<file path="src/rtl/victim_pkg.sv">
package victim_pkg;

  // Per-cycle commands from control to the storage datapath.
  typedef struct packed {
    logic write;      // write one slot this cycle
    logic writeValid; // valid bit written into that slot
    logic useDisp;    // source is the displaced primary line (else insert port)
    logic respond;    // load a lookup response
    logic hit;        // the lookup hit
  } vcStrobe_t;

endpackage

</file>
<file path="src/rtl/victim_ctrl.sv">
module victim_ctrl
  import victim_pkg::*;
#(
  parameter int ENTRIES = 4,
  localparam int IDX_W = $clog2(ENTRIES)
) (
  input  logic               clk,
  input  logic               rstN,
  input  logic               insValid,
  input  logic               lkValid,
  input  logic               dispValid,
  input  logic [ENTRIES-1:0] hitVec,
  input  logic [ENTRIES-1:0] validVec,
  output vcStrobe_t          strobe,
  output logic [IDX_W-1:0]   slotSel
);

  localparam logic [IDX_W-1:0] AGE_MAX = IDX_W'(ENTRIES - 1);

  logic [IDX_W-1:0] ageQ [ENTRIES];
  logic [IDX_W-1:0] hitIdx;
  logic [IDX_W-1:0] victimIdx;
  logic             anyHit;
  logic             emptyFound;

  // Encode the single matching slot.
  always_comb begin
    hitIdx = '0;
    for (int i = 0; i < ENTRIES; i++) begin
      if (hitVec[i]) hitIdx = IDX_W'(i);
    end
  end

  assign anyHit = |hitVec;

  // Replacement choice: lowest empty slot, else the oldest one.
  always_comb begin
    victimIdx  = '0;
    emptyFound = 1'b0;
    for (int i = 0; i < ENTRIES; i++) begin
      if (!validVec[i] && !emptyFound) begin
        victimIdx  = IDX_W'(i);
        emptyFound = 1'b1;
      end
    end
    if (!emptyFound) begin
      for (int i = 0; i < ENTRIES; i++) begin
        if (ageQ[i] == AGE_MAX) victimIdx = IDX_W'(i);
      end
    end
  end

  // Lookup has priority; an insert in the same cycle is dropped.
  always_comb begin
    strobe  = '0;
    slotSel = victimIdx;
    if (lkValid) begin
      strobe.respond = 1'b1;
      strobe.hit     = anyHit;
      if (anyHit) begin
        strobe.write      = 1'b1;
        strobe.writeValid = dispValid;
        strobe.useDisp    = 1'b1;
        slotSel           = hitIdx;
      end
    end else if (insValid) begin
      strobe.write      = 1'b1;
      strobe.writeValid = 1'b1;
    end
  end

  // Ages stay a permutation of 0..ENTRIES-1; 0 is most recent.
  always_ff @(posedge clk) begin
    if (!rstN) begin
      for (int i = 0; i < ENTRIES; i++) ageQ[i] <= IDX_W'(i);
    end else if (strobe.write) begin
      for (int i = 0; i < ENTRIES; i++) begin
        if (IDX_W'(i) == slotSel) ageQ[i] <= '0;
        else if (ageQ[i] < ageQ[slotSel]) ageQ[i] <= ageQ[i] + 1'b1;
      end
    end
  end

endmodule

</file>
<file path="src/rtl/victim_store.sv">
module victim_store
  import victim_pkg::*;
#(
  parameter int ENTRIES = 4,
  parameter int ADDR_W  = 26,
  parameter int DATA_W  = 32,
  localparam int IDX_W  = $clog2(ENTRIES)
) (
  input  logic               clk,
  input  logic               rstN,
  input  vcStrobe_t          strobe,
  input  logic [IDX_W-1:0]   slotSel,
  input  logic [ADDR_W-1:0]  insAddr,
  input  logic [DATA_W-1:0]  insData,
  input  logic [ADDR_W-1:0]  lkAddr,
  input  logic [ADDR_W-1:0]  dispAddr,
  input  logic [DATA_W-1:0]  dispData,
  output logic [ENTRIES-1:0] hitVec,
  output logic [ENTRIES-1:0] validVec,
  output logic               respValid,
  output logic               respHit,
  output logic [DATA_W-1:0]  respData
);

  logic [ADDR_W-1:0] addrQ [ENTRIES];
  logic [DATA_W-1:0] dataQ [ENTRIES];
  logic [ENTRIES-1:0] validQ;

  assign validVec = validQ;

  for (genvar g = 0; g < ENTRIES; g++) begin : gCmp
    assign hitVec[g] = validQ[g] && (addrQ[g] == lkAddr);
  end

  always_ff @(posedge clk) begin
    if (!rstN) validQ <= '0;
    else if (strobe.write) validQ[slotSel] <= strobe.writeValid;
  end

  always_ff @(posedge clk) begin
    if (strobe.write) begin
      addrQ[slotSel] <= strobe.useDisp ? dispAddr : insAddr;
      dataQ[slotSel] <= strobe.useDisp ? dispData : insData;
    end
  end

  always_ff @(posedge clk) begin
    if (!rstN) begin
      respValid <= 1'b0;
      respHit   <= 1'b0;
      respData  <= '0;
    end else begin
      respValid <= strobe.respond;
      respHit   <= strobe.hit;
      respData  <= strobe.hit ? dataQ[slotSel] : '0;
    end
  end

endmodule

</file>
<file path="src/rtl/victim_buf.sv">
module victim_buf
  import victim_pkg::*;
#(
  parameter int ENTRIES = 4,
  parameter int ADDR_W  = 26,
  parameter int DATA_W  = 32
) (
  input  logic              clk,
  input  logic              rstN,
  input  logic              insValid,
  input  logic [ADDR_W-1:0] insAddr,
  input  logic [DATA_W-1:0] insData,
  input  logic              lkValid,
  input  logic [ADDR_W-1:0] lkAddr,
  input  logic              dispValid,
  input  logic [ADDR_W-1:0] dispAddr,
  input  logic [DATA_W-1:0] dispData,
  output logic              respValid,
  output logic              respHit,
  output logic [DATA_W-1:0] respData
);

  localparam int IDX_W = $clog2(ENTRIES);

  vcStrobe_t          strobe;
  logic [IDX_W-1:0]   slotSel;
  logic [ENTRIES-1:0] hitVec;
  logic [ENTRIES-1:0] validVec;

  victim_ctrl #(.ENTRIES(ENTRIES)) u_ctrl (
    .clk(clk), .rstN(rstN),
    .insValid(insValid), .lkValid(lkValid), .dispValid(dispValid),
    .hitVec(hitVec), .validVec(validVec),
    .strobe(strobe), .slotSel(slotSel)
  );

  victim_store #(.ENTRIES(ENTRIES), .ADDR_W(ADDR_W), .DATA_W(DATA_W)) u_store (
    .clk(clk), .rstN(rstN),
    .strobe(strobe), .slotSel(slotSel),
    .insAddr(insAddr), .insData(insData),
    .lkAddr(lkAddr), .dispAddr(dispAddr), .dispData(dispData),
    .hitVec(hitVec), .validVec(validVec),
    .respValid(respValid), .respHit(respHit), .respData(respData)
  );

endmodule

</file>
<file path="config.mk">
export PLATFORM = sky130hd
export DESIGN_NAME = victim_buf
export DESIGN_NICKNAME = d
export VERILOG_FILES = /design/src/rtl/victim_pkg.sv /design/src/rtl/victim_ctrl.sv /design/src/rtl/victim_store.sv /design/src/rtl/victim_buf.sv
export SDC_FILE = /design/constraint.sdc
export NUM_CORES = 1
export LEC_CHECK = 0
export CAP_MARGIN = 20
export CORE_ASPECT_RATIO = 1.4
export CORE_MARGIN = 2
export CORE_UTILIZATION = 55
export DETAILED_ROUTE_END_ITERATION = 7
export PLACE_DENSITY_LB_ADDON = 0.25
export SYNTH_ARGS = -nofsm -noshare
export SYNTH_HDL_FRONTEND = slang
export SYNTH_SLANG_ARGS = --single-unit
</file>
<file path="constraint.sdc">
create_clock -name clk -period 12 [get_ports clk]
set_input_delay 2.4 -clock clk [delete_from_list [all_inputs] [get_ports clk]]
set_output_delay 2.4 -clock clk [all_outputs]
set_load 0.1 [all_outputs]
</file>
==> run metrics, run 1 <==
number of flops mapped to enable cells by yosys 240; synthesized area 0.0120 mm2; first-pass GRT wire length 43000 um; CTS tree built; Worst path slowest cell buf_4; crit-path max FO 54; slew margin rel. 0.320; cts hold-fix bufs 0; Port Buffer Count 180; DRT Wirelength 28200 um; nature of the critical path startpoint input pin; Final Hold Viols 0; Synth Register Bits 278; metal1 wirelength 10600 um; layout cells sized above 1 0.166; Worst Tran Pin Value 1.02 ns; uppermost layer routed met4; Most Frequent Cell on Critical Path buf_4; gpl congestion 0.942; fmax 145 MHz; Avg Cell Area, Syn 15.2 um2; post-DP HPWL 19200 um; Area Growth Syn to Fin 25.3%; Worst Skew 0.0157 ns; per-cell routed wire length 22.6 um; Final nets 1116; leakage power 5.01 nW; clock root buffer clkbuf_16; Final setup viols 0; 1st-iter DRT viols 430; routed wl met2 14800 um; PD cells 142 mW/mm2; Ports 181; ys async rst share 0; n_diodes 0; final instance area 0.0150 mm2; Worst path max stage delay 0.76 ns; DR vias 7205; area post-placement 0.0140 mm2; antenna viol nets, final 0; Total GRT Usage 0.250; Remaining DRCs 0; synthesized net count 939; setup TNS 0 ns; Die Ht 178 um; crit path time final 6.91 ns; kind of critical path input pin to flop; Warnings, synthesis 0; Die X 129 um; Critical Path RT 12.15 ns; largest net degree at the start of global routing 74; CTS Buffer Depth 3; RSZ-0062 raised after global routing false; most common cell after layout, fill and taps aside edfxtp_1; initial antenna violation count 0; final setup margin 5.09 ns; htree depth 1; Initial DRT Pass Iterations 5; synth unique cells 54; sequential share of the synthesized area 0.667; vias in the first global route 7592; core area 0.0213 mm2; Rows 63; CP cell instances clkdlybuf4s50_1, xnor2_1, nand4_1, nor4_2, a41o_1, a21oi_1, o21ai_4, buf_4, nand3_1, nor2_4, buf_4; most frequent cells in the layout edfxtp_1 (240), clkdlybuf4s50_1 (180), mux2_2 (92), xnor2_1 (87), nor2_1 (51); initial core utilization 0.562; Place WS 4.60 ns; clk_lat worst skew 0.53 ns; Tcrit/Tclk final 0.576; Max Cap Viol 0; final number of max-transition violations 0; CTS buffer count 27; Hold WC Path Type flop to flop; vias per inst 5.79; die area 0.0229 mm2; Post-CTS Setup Bufs 0; Post-Syn Instances 788; WP data arrival 7.06 ns; Setup crit end kind flop; routed wl met3 1350 um; Gates resized, CTS repair 0; clock sinks 278; Max VDD drop 0.0893 mV; status finished, final reports clean; clock transition at the registers of the reported paths 0.07 ns; GRT overflow 0; most used flip-flop cell after synthesis edfxtp_1
## stage by stage
stage          hold WS, ns  instances  power [mW]   util
6_report             0.597       1245        2.12  0.704
4_1_cts              0.591       1245        2.13  0.704
3_3_place_gp         0.579       1196        1.25  0.660
2_1_floorplan        0.506        788        1.18      -
3_5_place_dp         0.579       1196        1.26  0.660
5_1_grt              0.625       1245        2.18  0.704
## synth_stat cells, types with 7 or more instances
master / instances / share of area
a211oi_1: 34 / 0.021
a21oi_1: 7 / 0.0029
buf_2: 12 / 0.0050
clkbuf_1: 25 / 0.0079
dfxtp_1: 38 / 0.064
edfxtp_1: 240 / 0.60
inv_1: 7 / 0.0022
mux2_2: 92 / 0.087
mux2i_1: 40 / 0.033
nand2_1: 8 / 0.0025
nand4_1: 43 / 0.023
nor2_1: 55 / 0.017
nor3_1: 8 / 0.0033
xnor2_1: 87 / 0.064
xor2_1: 17 / 0.012
## final timing paths
path | endpoint | cells past startpoint | slack [ns] | start
setup / recovery | u_store.addrQ[0][0]$_DFFE_PP_ | 11 | 5.09 | lkAddr[23]
hold / removal | u_store.validVec[3]$_SDFFE_PN0P_ | 2 | 0.60 | u_store.validVec[3]$_SDFFE_PN0P_
setup reg to reg | u_store.addrQ[0][0]$_DFFE_PP_ | 10 | 7.19 | u_store.addrQ[0][23]$_DFFE_PP_
hold reg to reg | u_store.validVec[3]$_SDFFE_PN0P_ | 2 | 0.60 | u_store.validVec[3]$_SDFFE_PN0P_
## critical path, delay by kind of cell
family	cells	cell delay (ns)
buffers and inverters	3	1.97
and+or+nand+nor	4	1.17
AOI/OAI and AO/OA	3	0.99
xor gates and xnor gates	1	0.44
## layout make-up
type                            instances  area (um2)
Clock buffer                           29         693
Clock inverter                         20         243
Fill cell                            1454        6310
Inverter                                7        26.3
Multi-Input combinational cell        462        3850
Sequential cell                       278        7970
Tap cell                              260         325
Timing Repair Buffer                  189        1870
## kinds of logic after synthesis
group | count (synthesis) | synth area share
flip-flops | 278 | 0.667
adder cells (fa/ha/maj) | 5 | 0.00502
AND/OR/NAND/NOR | 152 | 0.0690
XOR/XNOR | 106 | 0.0789
buffers and inverters | 48 | 0.0176
AO/OA/AOI/OAI | 67 | 0.0427
multiplexers | 132 | 0.120
## power breakdown
| group | leakage (nW) | switching, mW | internal (mW) | total (mW) |
|---|---|---|---|---|
| Sequential | 2.48 | 0.00575 | 1.06 | 1.07 |
| Clock | 0.437 | 0.357 | 0.527 | 0.884 |
| Combinational | 2.10 | 0.0804 | 0.0846 | 0.165 |
| Total | 5.01 | 0.444 | 1.68 | 2.12 |
## state kept, by name, indices dropped and copies added (netlist names)
register,cells
u_store.respData,32
u_store.dataQ,128
u_store.respValid,1
u_store.addrQ,104
u_store.respHit,1
u_store.validVec,4
u_ctrl.ageQ,8
## per-layer routing
metal / GRT usage / up-vias
met1: 0.287 / 3498
met4: 0.120 / 0
met5: 0 / -
met2: 0.456 / 256
li1: - / 3369
met3: 0.0387 / 82
Power figures use the tool's default switching activity.
==> run 2, diff against run 1 <==
--- a/config.mk
+++ b/config.mk
@@ -8,7 +8,7 @@
 export CAP_MARGIN = 20
 export CORE_ASPECT_RATIO = 1.4
 export CORE_MARGIN = 2
-export CORE_UTILIZATION = 55
+export CORE_UTILIZATION = 54
 export DETAILED_ROUTE_END_ITERATION = 7
 export PLACE_DENSITY_LB_ADDON = 0.25
 export SYNTH_ARGS = -nofsm -noshare
==> constraint.sdc (replaced) <==
create_clock -name clk -period 7.2 [get_ports clk]
set_input_delay 1.44 -clock clk [delete_from_list [all_inputs] [get_ports clk]]
set_output_delay 1.44 -clock clk [all_outputs]
set_load 0.1 [all_outputs]
==> run 2 against run 1 <==
  * Largest power group unchanged
  * Clock skew grew 0.0023 ns
  * Sequential share of layout area shrank 0.089 points
  * Largest cell class unchanged
  * Global-route usage shrank 0.30 points
  * Register-to-register slack lost 4.1 ns
  * Sequential power grew 66%
==> run metrics, run 2 (synthesis results as in run 1) <==
status finished, final reports clean; htree depth 1 (unchanged); layout cells sized above 1 0.166 (-0.000169); Final nets 1117 (+0.090%); antenna viol nets, final 0 (unchanged); CTS Buffer Depth 3 (unchanged); Reg2Reg Setup Slack 3.12 ns (-4.07 ns); clk_lat worst skew 0.53 ns (about the same); nature of the critical path startpoint input pin; Critical Path RT 7.47 ns (-4.68 ns); most frequent cells in the layout edfxtp_1 (240), clkdlybuf4s50_1 (180), mux2_2 (92), xnor2_1 (87), nor2_1 (51); clock transition at the registers of the reported paths 0.06 ns (about the same); Area Growth Syn to Fin 25.5%; first-pass GRT wire length 43100 um (+0.34%); Tcrit/Tclk final 0.720; worst flop-to-flop path endpoint u_ctrl.ageQ[3][0]$_DFFE_PP_; cts hold-fix bufs 0 (unchanged); most common cell after layout, fill and taps aside edfxtp_1; Hold WC Path Type flop to flop; Top Registers u_store.dataQ (128), u_store.addrQ (104), u_store.respData (32); Worst path slowest cell buf_4; area post-placement 0.0141 mm2 (+0.68%); Total GRT Usage 0.247 (-0.00303); Remaining DRCs 0 (unchanged); vias in the first global route 7465 (-1.7%); gpl congestion 0.945 (+0.30%); Final Hold Viols 0 (unchanged); Top reg by flops u_store.dataQ; part of the power in registers 0.522 (+0.017); CTS tree built; combinational power share 0.082 (+0.004); Max VDD drop 0.232 mV (+160%); Die X 130 um (+0.89%); clock root buffer clkbuf_16; Setup crit end kind flop; reg2reg start u_store.addrQ[3][4]$_DFFE_PP_; crit path time final 5.18 ns; Rows 64 (+1.6%); 1st-iter DRT viols 456 (+6.0%); net switching power 0.729 mW (+64%); slew margin rel. 0.304 (-0.0164); CP cell instances clkdlybuf4s50_1, xnor2_1, and4_1, nand4_1, nor4_2, o21ai_0, nand2_2, buf_4, or2_1, o32a_1, a21oi_1, a211o_1; Clock Power Share 0.396 (-0.021); Pint 2.69 mW (+60%); largest net degree at the start of global routing 65 (-12%); Worst Skew 0.0180 ns (+0.00233 ns); Max Cap Viol 0 (unchanged); Gates resized, CTS repair 0 (unchanged); setup TNS 0 ns (unchanged); leakage power 5.01 nW (-0.11%); RSZ-0062 raised after global routing false; CTS buffer count 26 (-3.7%); kind of critical path input pin to flop; Final setup viols 0 (unchanged); Post-CTS Setup Bufs 0 (unchanged); Pwr Total 3.41 mW (+61%); Port Buffer Count 180 (unchanged); core area 0.0218 mm2 (+2.3%); GRT overflow 0 (unchanged); fillcell total 1521 (+4.6%); WP data arrival 5.45 ns (-1.61 ns); DR vias 7243 (+0.53%); post-DP HPWL 20100 um (+4.4%); switching share of total power 0.214 (+0.00420); fmax 193 MHz; Worst Tran Pin Value 1.04 ns (+0.0254 ns); critical path startpoint lkAddr[0]; Worst R2R Path Depth 11 (+1); per-cell routed wire length 22.3 um (-1.2%); Worst path max stage delay 0.58 ns (-0.18 ns); die area 0.0234 mm2 (+1.8%); vias per inst 5.64 (-2.5%); PD cells 228 mW/mm2 (+61%); initial antenna violation count 2 (+2); Initial DRT Pass Iterations 5 (unchanged); initial core utilization 0.549 (-0.0128); final instance area 0.0150 mm2 (+0.17%); DRT Wirelength 28700 um (+1.9%); crit-path max FO 64 (+19%); Ports 181 (unchanged); Die Ht 180 um (+0.90%); Critical Path Sink u_ctrl.ageQ[3][0]$_DFFE_PP_; max reg flops 128 (unchanged); clock sinks 278 (unchanged); final number of max-transition violations 0 (unchanged)
-- run 2: cell count changes in the layout (fill, tap and decap cells not counted), sizes merged --
cell,previous run,this run
buf,9,10
bufinv,5,1
clkbuf,29,36
clkinv,8,6
clkinvlp,7,4
diode,0,1
inv,7,9
-- run 2: final cells by class --
cell class,count,area [um2],area share
sequential,278,7970,0.531
multi-input combinational,462,3850,0.257
timing repair buffer,191,1930,0.128
clock buffer,35,746,0.0497
tap,297,372,0.0248
clock inverter,13,110,0.00734
inverter,7,26.3,0.00175
antenna,1,2.50,0.000167
-- run 2: worst min-delay path by stage --
stage	start	end	slack (ns)	cells after the start
after floorplan	u_store.validVec[0]$_SDFFE_PN0P_	u_store.validVec[0]$_SDFFE_PN0P_	0.51	2
after global placement	u_store.validVec[3]$_SDFFE_PN0P_	u_store.validVec[3]$_SDFFE_PN0P_	0.54	2
after detailed placement	u_store.validVec[3]$_SDFFE_PN0P_	u_store.validVec[3]$_SDFFE_PN0P_	0.55	2
after CTS	u_store.validVec[3]$_SDFFE_PN0P_	u_store.validVec[3]$_SDFFE_PN0P_	0.56	2
after global routing	u_store.validVec[3]$_SDFFE_PN0P_	u_store.validVec[3]$_SDFFE_PN0P_	0.59	2
final	u_store.validVec[3]$_SDFFE_PN0P_	u_store.validVec[3]$_SDFFE_PN0P_	0.57	2
-- run 2: power by group through the flow --
stage                     Clock (mW)  Sequential [mW]  Combinational [mW]
after CTS                       1.37             1.78               0.281
final                           1.35             1.78               0.280
after global routing            1.43             1.78               0.299
after floorplan                    0             1.82               0.140
after global placement             0             1.82               0.275
after detailed placement           0             1.82               0.279
-- run 2: per-stage QoR --
stage | setup slack (ns) | hold WS [ns] | instances | utilization
floorplan | 0.994 | 0.506 | 788 | -
global placement | 1.59 | 0.541 | 1233 | 0.648
detailed placement | 1.51 | 0.552 | 1234 | 0.649
CTS | 2.05 | 0.560 | 1282 | 0.688
global route | 1.79 | 0.589 | 1283 | 0.688
finish | 2.02 | 0.568 | 1284 | 0.689
-- run 2: worst max-delay path, delay by kind of cell --
family | cells | cell delay (ns)
compound gates | 4 | 0.88
xor+xnor | 1 | 0.49
buf+inv | 2 | 1.09
simple gates | 5 | 1.49
-- run 2: layer usage --
layer / global-route usage / vias up / wire length [um]
li1: - / 3367 / -
met1: 0.283 / 3563 / 10500
met2: 0.448 / 251 / 15400
met3: 0.0445 / 62 / 1510
met4: 0.105 / 0 / 1320
met5: 0 / - / 0
